==> src/rtl/btb_predictor.sv <==
module btb_predictor #(
  parameter int ADDR_W = 32,
  parameter int IDX_W  = 4,
  parameter int HIST_W = 4
) (
  input  logic              clk,
  input  logic              rst_n,
  input  logic              fetch_valid,
  input  logic [ADDR_W-1:0] fetch_pc,
  input  logic [1:0]        fetch_kind,
  input  logic [ADDR_W-1:0] fetch_disp,
  input  logic              flush,
  input  logic              res_valid,
  input  logic [ADDR_W-1:0] res_pc,
  input  logic              res_taken,
  input  logic [ADDR_W-1:0] res_target,
  input  logic              res_pred_taken,
  input  logic [ADDR_W-1:0] res_pred_target,
  output logic              pred_valid,
  output logic              pred_hit,
  output logic              pred_taken,
  output logic [ADDR_W-1:0] pred_target,
  output logic              mispredict
);
  localparam int ENTRIES = 1 << IDX_W;
  localparam int PATS    = 1 << HIST_W;
  localparam int TAG_W   = ADDR_W - IDX_W;
  localparam logic [1:0] KIND_COND = 2'b01;
  localparam logic [1:0] KIND_JUMP = 2'b10;

  logic [ENTRIES-1:0] vld;
  logic [TAG_W-1:0]   tag_q  [ENTRIES];
  logic [ADDR_W-1:0]  tgt_q  [ENTRIES];
  logic [HIST_W-1:0]  hist_q [ENTRIES];
  logic [1:0]         cnt_q  [PATS];

  logic [IDX_W-1:0]  f_idx;
  logic              f_hit, f_taken, static_taken, lookup;
  logic [ADDR_W-1:0] f_target;

  assign f_idx  = fetch_pc[IDX_W-1:0];
  assign f_hit  = vld[f_idx] && (tag_q[f_idx] == fetch_pc[ADDR_W-1:IDX_W]);
  assign static_taken = (fetch_kind == KIND_JUMP) ||
                        ((fetch_kind == KIND_COND) && fetch_disp[ADDR_W-1]);
  assign f_taken  = f_hit ? cnt_q[hist_q[f_idx]][1] : static_taken;
  assign f_target = !f_taken ? '0 : (f_hit ? tgt_q[f_idx] : fetch_pc + fetch_disp);
  assign lookup   = fetch_valid && !flush;

  logic [IDX_W-1:0]  r_idx;
  logic              r_hit;
  logic [HIST_W-1:0] r_hist;
  logic [1:0]        r_cnt, r_cnt_nxt;

  assign r_idx  = res_pc[IDX_W-1:0];
  assign r_hit  = vld[r_idx] && (tag_q[r_idx] == res_pc[ADDR_W-1:IDX_W]);
  assign r_hist = hist_q[r_idx];
  assign r_cnt  = cnt_q[r_hist];

  always_comb begin
    r_cnt_nxt = r_cnt;
    if (res_taken) begin
      if (r_cnt != 2'b11) r_cnt_nxt = r_cnt + 2'b01;
    end else begin
      if (r_cnt != 2'b00) r_cnt_nxt = r_cnt - 2'b01;
    end
  end

  always_ff @(posedge clk or negedge rst_n) begin
    if (!rst_n) begin
      vld <= '0;
      for (int i = 0; i < ENTRIES; i++) begin
        tag_q[i]  <= '0;
        tgt_q[i]  <= '0;
        hist_q[i] <= '0;
      end
      for (int p = 0; p < PATS; p++) cnt_q[p] <= 2'b10;
    end else if (res_valid) begin
      if (r_hit) begin
        hist_q[r_idx] <= {r_hist[HIST_W-2:0], res_taken};
        cnt_q[r_hist] <= r_cnt_nxt;
        if (res_taken) tgt_q[r_idx] <= res_target;
      end else if (res_taken) begin
        vld[r_idx]    <= 1'b1;
        tag_q[r_idx]  <= res_pc[ADDR_W-1:IDX_W];
        tgt_q[r_idx]  <= res_target;
        hist_q[r_idx] <= '1;
      end
    end
  end

  always_ff @(posedge clk or negedge rst_n) begin
    if (!rst_n) begin
      pred_valid  <= 1'b0;
      pred_hit    <= 1'b0;
      pred_taken  <= 1'b0;
      pred_target <= '0;
      mispredict  <= 1'b0;
    end else begin
      pred_valid  <= lookup;
      pred_hit    <= lookup && f_hit;
      pred_taken  <= lookup && f_taken;
      pred_target <= lookup ? f_target : '0;
      mispredict  <= res_valid && ((res_taken != res_pred_taken) ||
                     (res_taken && (res_target != res_pred_target)));
    end
  end


  pred_needs_fetch_chk: assert property (@(posedge clk) disable iff (!rst_n)
    pred_valid |-> $past(fetch_valid));


  flush_cancels_chk: assert property (@(posedge clk) disable iff (!rst_n)
    flush |=> !pred_valid);


  mispredict_source_chk: assert property (@(posedge clk) disable iff (!rst_n)
    mispredict |-> $past(res_valid));


  taken_resolve_valid_chk: assert property (@(posedge clk) disable iff (!rst_n)
    (res_valid && res_taken) |=> vld[$past(r_idx)]);


  jump_miss_taken_chk: assert property (@(posedge clk) disable iff (!rst_n)
    (pred_valid && !pred_hit && $past(fetch_kind) == KIND_JUMP) |-> pred_taken);


  not_taken_zero_target_chk: assert property (@(posedge clk) disable iff (!rst_n)
    !pred_taken |-> (pred_target == '0));


  hit_implies_valid_chk: assert property (@(posedge clk) disable iff (!rst_n)
    (pred_hit || pred_taken) |-> pred_valid);
endmodule

==> config.mk <==
export PLATFORM = sky130hd
export DESIGN_NAME = btb_predictor
export DESIGN_NICKNAME = d
export VERILOG_FILES = /design/src/rtl/btb_predictor.sv
export SDC_FILE = /design/constraint.sdc
export NUM_CORES = 2
export LEC_CHECK = 0
export CORE_MARGIN = 2
export CORE_UTILIZATION = 55
export CTS_CLUSTER_DIAMETER = 60
export CTS_CLUSTER_SIZE = 30
export DETAILED_ROUTE_END_ITERATION = 10
export DONT_BUFFER_PORTS = 1
export GPL_TIMING_DRIVEN = 0
export PLACE_DENSITY = 0.69
export SYNTH_ARGS = -nofsm -noshare
export SYNTH_HDL_FRONTEND = slang
export SYNTH_SLANG_ARGS = --single-unit
==> constraint.sdc <==
create_clock -name clk -period 4.4 [get_ports clk]
set_input_delay 0.88 -clock clk [delete_from_list [all_inputs] [get_ports clk]]
set_output_delay 0.88 -clock clk [all_outputs]
set_load 0.02 [all_outputs]
# [Word level (Yosys, flattened, before mapping)]
# Cells that the tools add are included.
[word_totals] register_bits=1108
[op_classes] n_eq_ne=7 reduce_logical=20 n_lt_le_gt_ge=9 n_addsub=3 n_bitwise=7 muxes=48
[op_table] op="512-bit bitwise mux" count=1
[op_table] op="448-bit bitwise mux" count=1
[op_table] op="28-bit binary-select mux with 4-bit select" count=2
[op_table] op="32-bit two-way mux" count=6
[op_table] op="28-bit two-way mux" count=5
[op_table] op="32-bit binary-select mux with 4-bit select" count=1
[op_table] op="32-bit demux with 4-bit select" count=1
[op_table] op="64-bit two-way mux" count=2
[op_table] op="28-bit demux with 4-bit select" count=1
[op_table] op="64-bit bitwise mux" count=1
[op_table] op="64-bit OR" count=1
[op_table] op="28-bit == test" count=2
[op_table] op="32-bit adder" count=1
[op_table] op="4-bit binary-select mux with 4-bit select" count=2
[op_table] op="32-bit bitwise mux" count=1
[op_table] op="32-bit inequality test" count=1
[op_table] op="5-bit >= comparator, second input constant" count=4
[op_table] op="4-bit two-way mux" count=5
[op_table] op="4-bit inverter with 5-bit output" count=4
[op_table] op="2-bit binary-select mux with 4-bit select" count=2
[op_table] op="4-bit demux with 4-bit select" count=1
[op_table] op="2-bit two-way mux" count=8
[op_table] op="16-bit OR" count=1
[op_table] op="1-bit logical AND" count=11
[op_table] op="other kinds (19)" count=29

# [Longest topological paths before layout]
[depth] ltp_word=12 mapped_depth=17

# [Worst setup path before layout]
# Ideal clock, no wire load.
[synth_timing] path_kind="input -> register" start="in res_pc[2]" end="reg cnt_q[26] in the netlist's numbering" t_required_ns=4.275 setup_ns=0.125 path_buffers=6 path_stages=14 setup_slack_ns=0.123 arrival_ns=4.152 cell_sequence="buf_2 -> buf_4 -> clkbuf_1 -> mux4_2 -> mux4_2 -> xor2_1 -> nor4_1 -> nand4_1 -> a2111o_1 -> buf_6 -> buf_6 -> buf_6 -> nor3_1 -> mux2_2"
[synth_between] elab_chain_cells=12 word_cells_on_any_way=29 cone_classes="add/sub: 2; order compare: 2; eq/ne: 2; mux: 17; bitwise: 2; reduce/logical: 4"
[synth_rtl] item="start, declared" line="14" rtl="input logic [ADDR_W-1:0] res_pc,"
[synth_rtl] item="4-bit inverter with 5-bit output (not written as such)" line="55, 56"
[synth_rtl] item="4-bit binary-select mux with 4-bit select" line="56" rtl="assign r_hist = hist_q[r_idx];"
[synth_rtl] item="4-bit two-way mux (not written as such) (2 in a row)" line="56"
[synth_rtl] item="4-bit inverter with 5-bit output (not written as such)" line="57, 80"
[synth_rtl] item="2-bit binary-select mux with 4-bit select" line="57" rtl="assign r_cnt = cnt_q[r_hist];"
[synth_rtl] item="2-bit two-way mux (not written as such) (2 in a row)" line="57"
[synth_rtl] item="2-bit by 1-bit subtractor with 2-bit output (tied with other cells)" line="64" rtl="if (r_cnt != 2'b00) r_cnt_nxt = r_cnt - 2'b01;"
[synth_rtl] item="2-bit two-way mux, on equally long branches" line="64, 62"
[synth_rtl] item="2-bit two-way mux" line="61" rtl="if (res_taken) begin"
[synth_rtl] item="32-bit bitwise mux" line="80" rtl="cnt_q[r_hist] <= r_cnt_nxt;"
[synth_rtl] item="end signal, assigned by index" line="80"
[synth_rtl] item="end, declared" line="35" rtl="logic [1:0] cnt_q [PATS];"
# Parallel ways exist; a longest one is shown, timed or not. The select of a mux whose other input is x is not followed.
# A chain may end at the register's enable or synchronous reset.

# [Worst setup path after layout]
[layout_timing] start="in fetch_pc[0]" end="reg pred_target[12]"
[layout_between] elab_chain_cells=11 word_cells_on_any_way=23 cone_classes="add/sub: 1; eq/ne: 1; mux: 18; bitwise: 2; reduce/logical: 1"
[layout_rtl] item="start, declared" line="9" rtl="input logic [ADDR_W-1:0] fetch_pc,"
[layout_rtl] item="4-bit inverter with 5-bit output (not written as such)" line="42, 45, 46"
[layout_rtl] item="4-bit binary-select mux with 4-bit select" line="45" rtl="assign f_taken = f_hit ? cnt_q[hist_q[f_idx]][1] : static_taken;"
[layout_rtl] item="4-bit two-way mux (not written as such) (2 in a row)" line="45"
[layout_rtl] item="4-bit inverter with 5-bit output (not written as such)" line="45"
[layout_rtl] item="2-bit binary-select mux with 4-bit select" line="45"
[layout_rtl] item="2-bit two-way mux (not written as such) (2 in a row)" line="45"
[layout_rtl] item="1-bit two-way mux" line="45"
[layout_rtl] item="32-bit two-way mux *" line="46" rtl="assign f_target = !f_taken ? '0 : (f_hit ? tgt_q[f_idx] : fetch_pc + fetch_disp);"
[layout_rtl] item="32-bit two-way mux *" line="102" rtl="pred_target <= lookup ? f_target : '0;"
[layout_rtl] item="end signal, assigned" line="102"
[layout_rtl] item="end, declared" line="22" rtl="output logic [ADDR_W-1:0] pred_target,"
# Every way passes the cells marked *; elsewhere a longest branch is shown, timed or not. The select of a mux whose other input is x is not followed.

==> metrics.yaml <==
critical_path:
  timing.rr.start: "tag_q[27]"
  slowest_stage: "mux4_2"
  cp_data_arrival_time_ns: 5.15
  endpoint_kind: "flip-flop"
  worstSetupStartpointType: "primary input"
  r2r_slack_ns: 0.13
  critPathKind: "primary input to flip-flop"
  crit_path_max_incr_delay_ns: 0.54
  cp_num_buf_inv: 5
  reg2reg_to: "hist_q[13]"
  path_max_fanout: 10
  path_cells: "buf_4 -> buf_8 -> buf_8 -> mux4_2 -> mux2i_1 -> mux2i_1 -> xnor2_1 -> nand4_1 -> nor4_2 -> and4_1 -> clkbuf_1 -> mux2_4 -> buf_2 -> a21oi_1"
  reg2reg_depth: 12
  path_delay_family: "multiplexers"
  crit_required_ns: 5.02
synth:
  synth-main-ff-cell: "dfrtp_1"
  synth.net_count: 4180
  yosysWarnings: 0
  syn_area_sq_um: 57500
  syn_avg_cell_area_sq_um: 14.4
  ys_ff_latch: 1108
  async_flop_share: 1.00
  synth_cell_types: 82
  netlist_top_cells_area: "dfrtp_1 (48%), mux2_2 (20%), mux4_2 (16%), mux2i_1 (2.7%), clkbuf_1 (1.2%)"
  synth_edf_count: 0
  synth.top_cell.area_share: 0.476
  synth_top_area_cell: "dfrtp_1"
  syn_inst: 3979
  seq_area_frac_synth: 0.483
finish:
  drive_gt1_frac: 0.447
  fin_nets: 4292
  post-route-util: 0.618
  final_area_sq_um: 64000
  syn2layout_area_growth_pct: 11.4
power:
  pwr_density_cell_nw_per_um2: 451
  internal_power_uw: 20100
  p_seq_frac: 0.461
  cellLeakagePower_uw: 0.0277
  finalPower_uw: 28900
  switching_share: 0.303
  clkPwrFrac: 0.323
  p_switching_uw: 8760
  ir_drop_uv: 420
  pwr-share-comb: 0.216
clocking:
  clock_path_buffers: 3
  clock-sinks: 1108
  cts-buffers-inserted: 98
  htreeDepth: 3
  clock_latency_ns: 0.75
  cts_tree: "yes"
  clk_pin_slew_worst_paths_ns: 0.10
  cts_root_buf: "clkbuf_16"
timing:
  period_minus_slack_ns: 4.53
  fin_crit_sh: 1.03
  drv_slew: 112
  worstMarginPinSlew_ns: 1.60
  rsz0062_at_grt: "true"
  slew_headroom: -0.0642
  fin_worst_skew_ns: 0.0510
  worst_slack_ns: -0.127
  setup_violations: 175
  fmax_ghz: 0.221
  whs_ns: 0.0329
  hold_violations: 0
route:
  num_vias: 38400
  drtAntennaViolNets: 0
  wire_per_inst_microns: 35.8
  finalWirelength_microns: 199000
  drc: 0
  drt_iter0_drc: 4578
  drt-pass1-iter-count: 6
  via_per_inst: 6.90
global_routing:
  gr-usage-all-layers: 0.374
  grt_pass1_wl_microns: 283000
  grt_pass1_vias: 38400
  antenna_found_initial: 30
  grt_overflow: 0
  grt_max_degree: 1109
floorplanning:
  initial_core_util: 0.555
  die_x_microns: 327
  row_count: 118
  ios: 205
  dieHeight_microns: 327
  core_region_area_sq_um: 103000
  dieArea_sq_um: 107000
status:
  outcome: "finished with violations"
  violations: "slew limit, setup timing"
run:
  max_cap_violations: 0
placement:
  port_buffers: 0
  dp_hpwl_microns: 138000
  gp_congestion: 1.05
  placed_area_sq_um: 59200
worst_hold_path:
  hold_path.class: "primary input to async pin"
-- synth_stat cells (12+ instances only) --
cell type,number
nand2b_1,28
nor3_1,28
ha_1,31
nand4_1,24
buf_1,47
mux2i_1,157
buf_2,75
clkbuf_1,184
inv_1,31
o21ai_0,69
nand3_1,40
a2bb2oi_1,48
dfrtp_1,1092
o22ai_1,13
nor4_1,15
mux4_2,398
buf_6,13
a211oi_1,12
nor2_1,103
a21o_1,16
mux2_2,999
nand2_1,108
nor2b_1,12
xor2_1,56
a22oi_1,19
dfstp_2,16
a21oi_1,73
xnor2_1,67
buf_4,29
-- worst max path at each step --
stage	start	to	slack [ns]	cells past startpoint
after floorplan	res_pc[2]	cnt_q[26]	0.12	14
after global placement	fetch_pc[3]	pred_target[18]	-3.15	11
after detailed placement	fetch_pc[3]	pred_target[18]	-3.19	11
after CTS	fetch_pc[0]	pred_target[21]	0.006	15
after global routing	res_pc[2]	hist_q[18]	-0.07	15
final	fetch_pc[0]	pred_target[12]	-0.13	14
-- per-layer routing --
layer,up-vias,track usage,wire (microns)
met5,-,0,267
met4,40,0.201,13000
met3,604,0.115,21900
met2,2201,0.561,88700
met1,20300,0.492,75100
li1,15300,-,-
-- flip-flops by register name (all words and copies together), names as in the netlist --
signal	cells
tgt_q	512
hist_q	64
tag_q	448
pred_valid	1
cnt_q	32
pred_hit	1
pred_target	32
vld	16
pred_taken	1
mispredict	1
-- stage by stage --
stage	TNS [ns]	cells	setup slack (ns)
after CTS	0	5543	0.00623
after global placement	-1736.58	5359	-3.15
after floorplan	0	3979	0.123
after detailed placement	-1736.40	5359	-3.19
final	-5.69	5563	-0.127
after global routing	-0.922	5557	-0.0656
-- cell type report --
type	instances	area, sq um
multi-input combinational	2489	28300
inverter	33	133
sequential	1108	27700
tap	1380	1730
buffer	347	2360
clock buffer	107	2520
clock inverter	78	983
antenna	7	17.5
timing repair buffer	14	220
fill	8005	39500
-- what timing repair did --
item / in CTS / in global routing
endpoints found under the setup margin: 898 / 339
pin swaps: 2 / 3
gates resized for setup: 282 / 75
hold endpoints to repair: 484 / 36
setup buffers: 0 / 7
-- cells by family (layout without fill, tap and decap cells) --
logic type,Yosys count,after routing,share of synthesized area
buffers and inverters,382,579,0.0305
XOR/XNOR,123,123,0.0187
flip-flops,1108,1108,0.483
AND/OR/NAND/NOR,420,420,0.0366
other,0,7,0
AO/OA/AOI/OAI,344,344,0.0409
multiplexers,1568,1568,0.383
adder cells (fa/ha/maj),34,34,0.00745
-- power groups by stage --
| stage | Combinational, uW | Sequential, uW | Clock [uW] |
|---|---|---|---|
| after detailed placement | 5770 | 13400 | 0 |
| after floorplan | 4450 | 13000 | 0 |
| after CTS | 5910 | 13200 | 9410 |
| final | 6230 | 13300 | 9320 |
| after global routing | 6570 | 13500 | 9810 |
| after global placement | 5640 | 13300 | 0 |
-- worst register-to-register path, cell delays in order, from the launching register on --
cell	delay, ns
dfrtp_1	0.40
mux4_2	0.46
nand2b_1	0.17
nand3b_1	0.23
nor4b_2	0.33
a31oi_1	0.24
or4_1	0.57
a2111o_1	0.43
buf_6	0.21
buf_6	0.17
clkbuf_1	0.26
a21oi_1	0.48
a2bb2oi_1	0.21
-- layout by cell type (no fill, tap or decap), types with 66 or more instances in the layout --
cell type	count
mux2_2	998
o21ai_0	66
nor2_1	90
nand2_1	108
clkbuf_1	148
mux4_2	398
clkbuf_16	98
a21oi_1	67
mux2i_1	150
dfrtp_1	1092
No activity file was read; power rests on OpenSTA's default activity.
